## src/rtl/beam_pkg.sv

```systemverilog
package beam_pkg;
    typedef enum logic {
        SEL_DELAY  = 1'b0,
        SEL_WEIGHT = 1'b1
    } tbl_sel_e;

    function automatic int max_of(input int a, input int b);
        return (a > b) ? a : b;
    endfunction
endpackage

```

## src/rtl/beam_ctrl.sv

```systemverilog
module beam_ctrl
    import beam_pkg::*;
#(
    parameter int NCH = 8,
    parameter int DW  = 8,
    parameter int WW  = 8,
    parameter int CW  = $clog2(NCH),
    parameter int XW  = max_of(DW, WW)
) (
    input  logic                     clk,
    input  logic                     rst_n,
    input  logic                     line_start,
    input  logic                     focus_load,
    input  logic                     wr_en,
    input  logic                     wr_sel,
    input  logic [CW-1:0]            wr_ch,
    input  logic [XW-1:0]            wr_data,
    output logic                     line_act,
    output logic [DW-1:0]            tick,
    output logic [NCH-1:0][DW-1:0]   dly_act,
    output logic [NCH-1:0][WW-1:0]   w_act
);
    typedef struct packed {
        logic                   act;
        logic [DW-1:0]          tick;
        logic [NCH-1:0][DW-1:0] dly_sh;
        logic [NCH-1:0][DW-1:0] dly_act;
        logic [NCH-1:0][WW-1:0] w_sh;
        logic [NCH-1:0][WW-1:0] w_act;
    } ctrl_t;

    ctrl_t q, d;

    always_comb begin
        d = q;
        if (wr_en) begin
            if (tbl_sel_e'(wr_sel) == SEL_DELAY) d.dly_sh[wr_ch] = wr_data[DW-1:0];
            else                                 d.w_sh[wr_ch]   = wr_data[WW-1:0];
        end
        if (line_start) begin
            d.act  = 1'b1;
            d.tick = '0;
        end else if (q.act && (q.tick != '1)) begin
            d.tick = q.tick + 1'b1;
        end
        if (line_start || focus_load) begin
            d.dly_act = q.dly_sh;
            d.w_act   = q.w_sh;
        end
    end

    always_ff @(posedge clk) begin
        if (!rst_n) q <= '0;
        else        q <= d;
    end

    assign line_act = q.act;
    assign tick     = q.tick;
    assign dly_act  = q.dly_act;
    assign w_act    = q.w_act;

    // active tables hold unless a load strobe arrives
    p_defer_r7: assert property (@(posedge clk) disable iff (!rst_n)
        !(line_start || focus_load) |=> ($stable(dly_act) && $stable(w_act)));

    // a load strobe copies the shadow seen in that cycle
    p_load_r8: assert property (@(posedge clk) disable iff (!rst_n)
        (line_start || focus_load) |=> (dly_act == $past(q.dly_sh)) && (w_act == $past(q.w_sh)));

    // line start restarts the tick
    p_restart_r9: assert property (@(posedge clk) disable iff (!rst_n)
        line_start |=> (tick == '0) && line_act);
endmodule

```

## src/rtl/beam_weight.sv

```systemverilog
module beam_weight #(
    parameter int NCH = 8,
    parameter int SW  = 10,
    parameter int WW  = 8,
    parameter int DW  = 8,
    parameter int PW  = SW + WW
) (
    input  logic                   clk,
    input  logic                   rst_n,
    input  logic                   act_i,
    input  logic [DW-1:0]          tick_i,
    input  logic [NCH-1:0][SW-1:0] smp_i,
    input  logic [NCH-1:0][DW-1:0] dly_i,
    input  logic [NCH-1:0][WW-1:0] w_i,
    output logic [NCH-1:0][PW-1:0] prod_o
);
    typedef struct packed {
        logic [NCH-1:0][PW-1:0] prod;
    } wt_t;

    wt_t q, d;

    always_comb begin
        d = '0;
        for (int c = 0; c < NCH; c++) begin
            if (act_i && (tick_i >= dly_i[c])) d.prod[c] = PW'(smp_i[c]) * PW'(w_i[c]);
        end
    end

    always_ff @(posedge clk) begin
        if (!rst_n) q <= '0;
        else        q <= d;
    end

    assign prod_o = q.prod;

    for (genvar c = 0; c < NCH; c++) begin : g_chk
        // channel silent until its delay expires
        p_gate_r2: assert property (@(posedge clk) disable iff (!rst_n)
            (!act_i || (tick_i < dly_i[c])) |=> (prod_o[c] == '0));
        // enabled channel carries sample times weight
        p_mult_r3: assert property (@(posedge clk) disable iff (!rst_n)
            (act_i && (tick_i >= dly_i[c])) |=>
            (prod_o[c] == PW'($past(smp_i[c])) * PW'($past(w_i[c]))));
    end
endmodule

```

## src/rtl/beam_tree.sv

```systemverilog
module beam_tree #(
    parameter int NCH = 8,
    parameter int IW  = 18,
    parameter int LV  = $clog2(NCH),
    parameter int OW  = IW + LV
) (
    input  logic                   clk,
    input  logic                   rst_n,
    input  logic [NCH-1:0][IW-1:0] in_i,
    output logic [OW-1:0]          sum_o
);
    localparam int HALF = NCH / 2;
    localparam int AW   = $clog2(LV + 1);

    typedef struct packed {
        logic [LV-1:0][HALF-1:0][OW-1:0] node;
        logic [AW-1:0]                   age;
    } tree_t;

    tree_t q, d;

    always_comb begin
        d = '0;
        for (int n = 0; n < HALF; n++) begin
            d.node[0][n] = OW'(in_i[2*n]) + OW'(in_i[2*n+1]);
        end
        for (int l = 1; l < LV; l++) begin
            for (int n = 0; n < (NCH >> (l + 1)); n++) begin
                d.node[l][n] = q.node[l-1][2*n] + q.node[l-1][2*n+1];
            end
        end
        d.age = (q.age == AW'(LV)) ? q.age : q.age + 1'b1;
    end

    always_ff @(posedge clk) begin
        if (!rst_n) q <= '0;
        else        q <= d;
    end

    assign sum_o = q.node[LV-1][0];

    logic [OW-1:0] in_total;
    always_comb begin
        in_total = '0;
        for (int i = 0; i < NCH; i++) in_total = in_total + OW'(in_i[i]);
    end

    // tree output is the total of its inputs LV edges earlier
    p_sum_r4: assert property (@(posedge clk) disable iff (!rst_n)
        (q.age == AW'(LV)) |-> (sum_o == $past(in_total, LV)));
endmodule

```

## src/rtl/echo_beamformer.sv

```systemverilog
module echo_beamformer #(
    parameter int NCH = 8,
    parameter int SW  = 10,
    parameter int WW  = 8,
    parameter int DW  = 8,
    parameter int CW  = $clog2(NCH),
    parameter int XW  = beam_pkg::max_of(DW, WW),
    parameter int OW  = SW + WW + $clog2(NCH)
) (
    input  logic               clk,
    input  logic               rst_n,
    input  logic               line_start,
    input  logic               focus_load,
    input  logic [NCH*SW-1:0]  smp_in,
    input  logic               host_wr_en,
    input  logic               host_wr_sel,
    input  logic [CW-1:0]      host_wr_ch,
    input  logic [XW-1:0]      host_wr_data,
    output logic [OW-1:0]      beam_out,
    output logic               beam_valid
);
    localparam int PW   = SW + WW;
    localparam int LV   = $clog2(NCH);
    localparam int PIPE = LV + 1;
    localparam int AW   = $clog2(PIPE + 1);

    logic                   line_act;
    logic [DW-1:0]          tick;
    logic [NCH-1:0][DW-1:0] dly_act;
    logic [NCH-1:0][WW-1:0] w_act;
    logic [NCH-1:0][SW-1:0] smp;
    logic [NCH-1:0][PW-1:0] prod;

    assign smp = smp_in;

    beam_ctrl #(.NCH(NCH), .DW(DW), .WW(WW), .CW(CW), .XW(XW)) u_ctrl (
        .clk(clk), .rst_n(rst_n), .line_start(line_start), .focus_load(focus_load),
        .wr_en(host_wr_en), .wr_sel(host_wr_sel), .wr_ch(host_wr_ch), .wr_data(host_wr_data),
        .line_act(line_act), .tick(tick), .dly_act(dly_act), .w_act(w_act)
    );

    beam_weight #(.NCH(NCH), .SW(SW), .WW(WW), .DW(DW), .PW(PW)) u_weight (
        .clk(clk), .rst_n(rst_n), .act_i(line_act), .tick_i(tick),
        .smp_i(smp), .dly_i(dly_act), .w_i(w_act), .prod_o(prod)
    );

    beam_tree #(.NCH(NCH), .IW(PW), .LV(LV), .OW(OW)) u_tree (
        .clk(clk), .rst_n(rst_n), .in_i(prod), .sum_o(beam_out)
    );

    typedef struct packed {
        logic [PIPE-1:0] vld;
        logic [AW-1:0]   age;
    } top_t;

    top_t q, d;

    always_comb begin
        d     = q;
        d.vld = {q.vld[PIPE-2:0], line_act};
        d.age = (q.age == AW'(PIPE)) ? q.age : q.age + 1'b1;
    end

    always_ff @(posedge clk) begin
        if (!rst_n) q <= '0;
        else        q <= d;
    end

    assign beam_valid = q.vld[PIPE-1];

    // valid follows line activity with the datapath latency
    p_valid_r6: assert property (@(posedge clk) disable iff (!rst_n)
        (q.age == AW'(PIPE)) |-> (beam_valid == $past(line_act, PIPE)));

    // outputs quiet while reset is held
    p_reset_r1: assert property (@(posedge clk)
        !rst_n |=> (beam_out == '0) && !beam_valid);
endmodule

```

## config.mk

```make
export PLATFORM = sky130hd
export DESIGN_NAME = echo_beamformer
export DESIGN_NICKNAME = d
export VERILOG_FILES = /design/src/rtl/beam_pkg.sv /design/src/rtl/beam_ctrl.sv /design/src/rtl/beam_weight.sv /design/src/rtl/beam_tree.sv /design/src/rtl/echo_beamformer.sv
export SDC_FILE = /design/constraint.sdc
export NUM_CORES = 2
export LEC_CHECK = 0
export ABC_AREA = 1
export BUFFER_PORTS_ARGS = -buffer_cell sky130_fd_sc_hd__buf_2
export CORE_MARGIN = 2
export CORE_UTILIZATION = 44
export DETAILED_ROUTE_END_ITERATION = 7
export GPL_TIMING_DRIVEN = 0
export PLACE_DENSITY_LB_ADDON = 0.12
export SETUP_SLACK_MARGIN = 0.4
export SLEW_MARGIN = 10
export SYNTH_ARGS = -nofsm -noshare
export SYNTH_HDL_FRONTEND = slang
export SYNTH_HIERARCHICAL = 1
export SYNTH_SLANG_ARGS = --single-unit
export TNS_END_PERCENT = 50
```

## constraint.sdc

```tcl
create_clock -name clk -period 4.2 [get_ports clk]
set_input_delay 0.63 -clock clk [delete_from_list [all_inputs] [get_ports clk]]
set_output_delay 0.63 -clock clk [all_outputs]
set_load 0.1 [all_outputs]
```

==> results <==
- Summing the sequential cell areas from Yosys gives 22.11% of the chip area.
- The final instance area is 0.05704 mm^2.
- The number of filler instances in the final layout is 11,360.
- Setup violations remaining at the end of the flow were counted as 0.
- The data arrival time of the critical path is 4.58 ns.
- Setup slack closes at 0.1714 ns.
- The total number of placement rows is 123.
- Measured along the x axis, the die boundary spans 340.4 um.
- The ratio of cells with drive above 1 in the final layout is 14.02%.
- The launching element type of the critical path is a flop.
- The average detailed-routed wire length per instance is 15.78 um.
- The count of final max-slew check failures is 0.
- The sequential power share is 36.8%.
- Along the worst path, the maximum fanout reaches 7.
- The worst hold slack is 0.2654 ns.
- The min-delay analysis places its worst path in the category in2reg.
- The synthesized netlist devotes 8.605% of its cell area to compound gates.
- In this run the power density over the cells is 260.9 mW/mm^2.
- The utilization after layout is 50.78%.
- The via count normalized by instance count is 4.803.
- The clock tree from TritonCTS is built.
- The routed via count is 42,760.
- The instance area after placement is 0.05269 mm^2.
- Measured against its own limit, the worst slew margin works out to 26.17%.
- The final weighted congestion of routability-driven global placement is 0.9333.
- Clock-pin slew was measured on the worst setup and hold paths at 0.06 ns.
- Of the total power, the share spent switching nets is 30.91%.
- Counting flops and latches in the post-synthesis netlist gives 550.
- Summed over all cells, the static leakage comes to 32.90 nW.
- The flow ran to the end, and the final reports show no timing, DRC or antenna violations.
- The overall overflow remaining after global route is 0.
- Timing analysis after detailed placement gives a worst setup slack of -0.4216 ns.
- The XOR/XNOR share of the synthesized area is 0.9497%.
- The mux contribution to synthesized area is 0%.
- The synthesized netlist occupies a cell area of 0.04980 mm^2.
- The first-pass iteration count of the detailed router is 6.
- Setup repair after global routing could not meet its margin everywhere.
- The count of non-filler cells in the finished layout is 8,903.
- The final count of hold timing violations was 0.
- The total area inside the core boundary comes to 0.1123 mm^2.
- The routed design could run at a clock period as short as 4.029 ns.
- The combinational group share of total power is 23.9%.
- The largest clock skew in the final design is 0.02784 ns.
- The number of nets in the synthesized netlist is 8,204.
- The I/O pin count is 119.
- The initial utilization of the core area, before any placement, comes to 44.33%.
- Synthesis instantiated 41 different standard cells from the library.
- The worst-skew pair later-pin latency is 0.67 ns.
- The analysis attributes to net switching a power of 0.004601 W.
- The number of antenna violations at the first check in global routing came to 4.
- The count of nets left with antenna violations once routing finished came out at 0.
- The average cell area after synthesis is 6.900 um^2.
- After the last flow step, the layout net total stands at 8,339.
- Synthesis produced a netlist whose cell count is 7,217.
- The overall die height is 340.4 um.
- The kind of end point of the critical path is a flop.
- After synthesis, the largest area contributor takes up 22.11% of total cell area.
- The area share of and/or/nand/nor cells after synthesis is 23.35%.
- Cell internal power was estimated by the tool at 0.01028 W.
- The first-pass GRT wire length is 222,600 um.
- The number of max-cap violations is 0.
- Counting every sink on the clock net gives 550.
- The detailed-route wire length is 140,500 um.
- The clock tree synthesis step divided the H-tree into 2 levels.
- The worst-case IR drop observed on VDD is 0.0002830 V.
- The placed wire-length estimate after detailed placement is 111,600 um.
- The clock share of power is 39.3%.
- At the pin with the least slew margin, the transition time is 1.107 ns.
- For this run, the top clock speed supported by timing is 0.2482 GHz.
- For this block, the initial DRC count from the detailed router was 2,417.
- The count of warnings emitted by yosys is 6.
- The die footprint is 0.1159 mm^2.
- The growth of design area from synthesis to finish is 14.55%.
- In this run the deepest clock path goes through 3 buffers.
- Buffers placed on the I/O ports in this run total 30.
- The total DRC errors in the routed layout is 0.
- The instance count after placement with tap cells included is 8,747.
- Entering global routing, the biggest net connects 17 pins.
- At the worst endpoint, the required time is 4.75 ns.
- The fraction of the mapped netlist area in adder cells is 28.26%.
- The classification of the worst setup path is reg2reg.
- The CTS buffer count is 61.
- sky130_fd_sc_hd__dfxtp_1 takes more of the synthesized area than any other cell.
- After synthesis, the largest family of logic cells by area is adder cells.
- The number of global-route vias before repair is 41,320.
- The worst path uses 95.92% of the clock period.
- The overall global routing resource usage is 24.09%.
- The buffer type at the clock tree root is sky130_fd_sc_hd__clkbuf_16.
- Sorting the synthesized cells by area gives the leading types as sky130_fd_sc_hd__dfxtp_1 (22%), sky130_fd_sc_hd__fa_1 (16%), sky130_fd_sc_hd__nand2_1 (13%).
kinds of logic (layout without fill, tap and decap cells):
family | after synthesis | in the layout
buf+inv | 2017 | 2202
flops | 550 | 550
simple gates | 2878 | 2878
xor+xnor | 54 | 54
other cells | 0 | 1
fa+ha+maj | 890 | 890
compound gates | 828 | 828
layer usage:
layer / routed length, um / track usage (%) / part of all wire [%] / vias to the layer above
met3: 4984 / 1.972 / 3.5 / 176
met5: 0 / 0 / 0 / -
li1: - / - / - / 21790
met4: 3758 / 6.360 / 2.7 / 0
met2: 67510 / 42.20 / 48 / 751
met1: 64240 / 31.88 / 46 / 20040
cell usage in the layout (no fill, tap or decap), types with 157 or more instances in the layout:
| cell | count |
|---|---|
| sky130_fd_sc_hd__nand2_2 | 157 |
| sky130_fd_sc_hd__nor2_1 | 746 |
| sky130_fd_sc_hd__fa_1 | 386 |
| sky130_fd_sc_hd__nand3_1 | 176 |
| sky130_fd_sc_hd__nand2_1 | 1572 |
| sky130_fd_sc_hd__a21oi_1 | 388 |
| sky130_fd_sc_hd__inv_1 | 1534 |
| sky130_fd_sc_hd__ha_1 | 444 |
| sky130_fd_sc_hd__dfxtp_1 | 520 |
| sky130_fd_sc_hd__buf_4 | 192 |
| sky130_fd_sc_hd__o21ai_0 | 354 |
worst max-delay path, stage by stage, from the launching register on:
cell	delay [ns]
sky130_fd_sc_hd__dfxtp_2	0.33
sky130_fd_sc_hd__buf_6	0.10
sky130_fd_sc_hd__clkbuf_16	0.14
sky130_fd_sc_hd__nand2_4	0.05
sky130_fd_sc_hd__fa_1	0.50
sky130_fd_sc_hd__fa_1	0.54
sky130_fd_sc_hd__inv_2	0.04
sky130_fd_sc_hd__fa_1	0.48
sky130_fd_sc_hd__inv_1	0.05
sky130_fd_sc_hd__fa_1	0.53
sky130_fd_sc_hd__inv_2	0.05
sky130_fd_sc_hd__ha_4	0.26
sky130_fd_sc_hd__nand2_4	0.09
sky130_fd_sc_hd__inv_1	0.05
sky130_fd_sc_hd__nand2_2	0.09
sky130_fd_sc_hd__nand3_4	0.12
sky130_fd_sc_hd__buf_4	0.16
sky130_fd_sc_hd__xor2_2	0.17
sky130_fd_sc_hd__inv_2	0.12
sky130_fd_sc_hd__nor2_4	0.03
synth_stat cells (all sizes together):
cell and number:
nor3 22, nand3b 11, nor2 814, a21oi 439, ha 499, nand3 207, nand4 33, nor3b 4
xor2 43, o21a 13, and2 4, nand2 1757, dfxtp 550, inv 1618, buf 201, fa 391
o21bai 8, xnor2 11, a21o 4, clkbuf 196, or2 7, clkdlybuf4s25 2, nor4 19, o21ai 364
power groups by stage:
| stage | Combinational [W] | Sequential, W | Clock, W |
|---|---|---|---|
| finish | 0.00356 | 0.00547 | 0.00585 |
| global route | 0.00402 | 0.00548 | 0.00616 |
| floorplan | 0.00232 | 0.00554 | 0 |
| detailed placement | 0.00315 | 0.00558 | 0 |
| CTS | 0.00335 | 0.00547 | 0.00595 |
| global placement | 0.00313 | 0.00558 | 0 |
worst paths after layout:
kind / from / to / slack, ns / cells after the start
worst max-delay path: u_ctrl/w_act[7] / u_weight/prod_o[8] / 0.17 / 19
worst min-delay path: smp_in[70] / u_weight/prod_o[126] / 0.27 / 3
worst max register to register: u_ctrl/w_act[7] / u_weight/prod_o[8] / 0.17 / 19
worst min register to register: d[4] / d[5] / 0.42 / 2
through the flow:
step / power (W) / TNS (ns)
after floorplan: 0.007860 / 0
after global placement: 0.008714 / -7.761
after detailed placement: 0.008733 / -8.662
after CTS: 0.01478 / 0
after global routing: 0.01566 / 0
final: 0.01488 / 0
cell type report:
class,instances,area (um^2),area share (%)
antenna,1,2.502,0.004387
buffer,365,2861,5.016
clock buffer,84,1733,3.038
clock inverter,29,473.0,0.8291
inverter,1618,6081,10.66
multi-input combinational,4650,32130,56.32
sequential,550,11070,19.40
tap,1500,1877,3.290
timing repair buffer,106,819.5,1.437
registers in the layout (all words and copies together), names as in the netlist:
name	count
u_weight/prod_o	144
u_ctrl/line_act	1
u_ctrl/q	128
u_tree/sum_o	21
u_ctrl/tick	8
u_tree/q	116
u_ctrl/dly_act	64
d	3
beam_valid	1
u_ctrl/w_act	64
what timing repair did:
action	in CTS	in global routing
hold buffers	0	0
cloned	4	4
pin swaps	110	174
setup endpoints to repair	92	90
buffers inserted	33	35
gates resized for setup	238	310
Note: power is estimated with default switching activity, not from simulation.
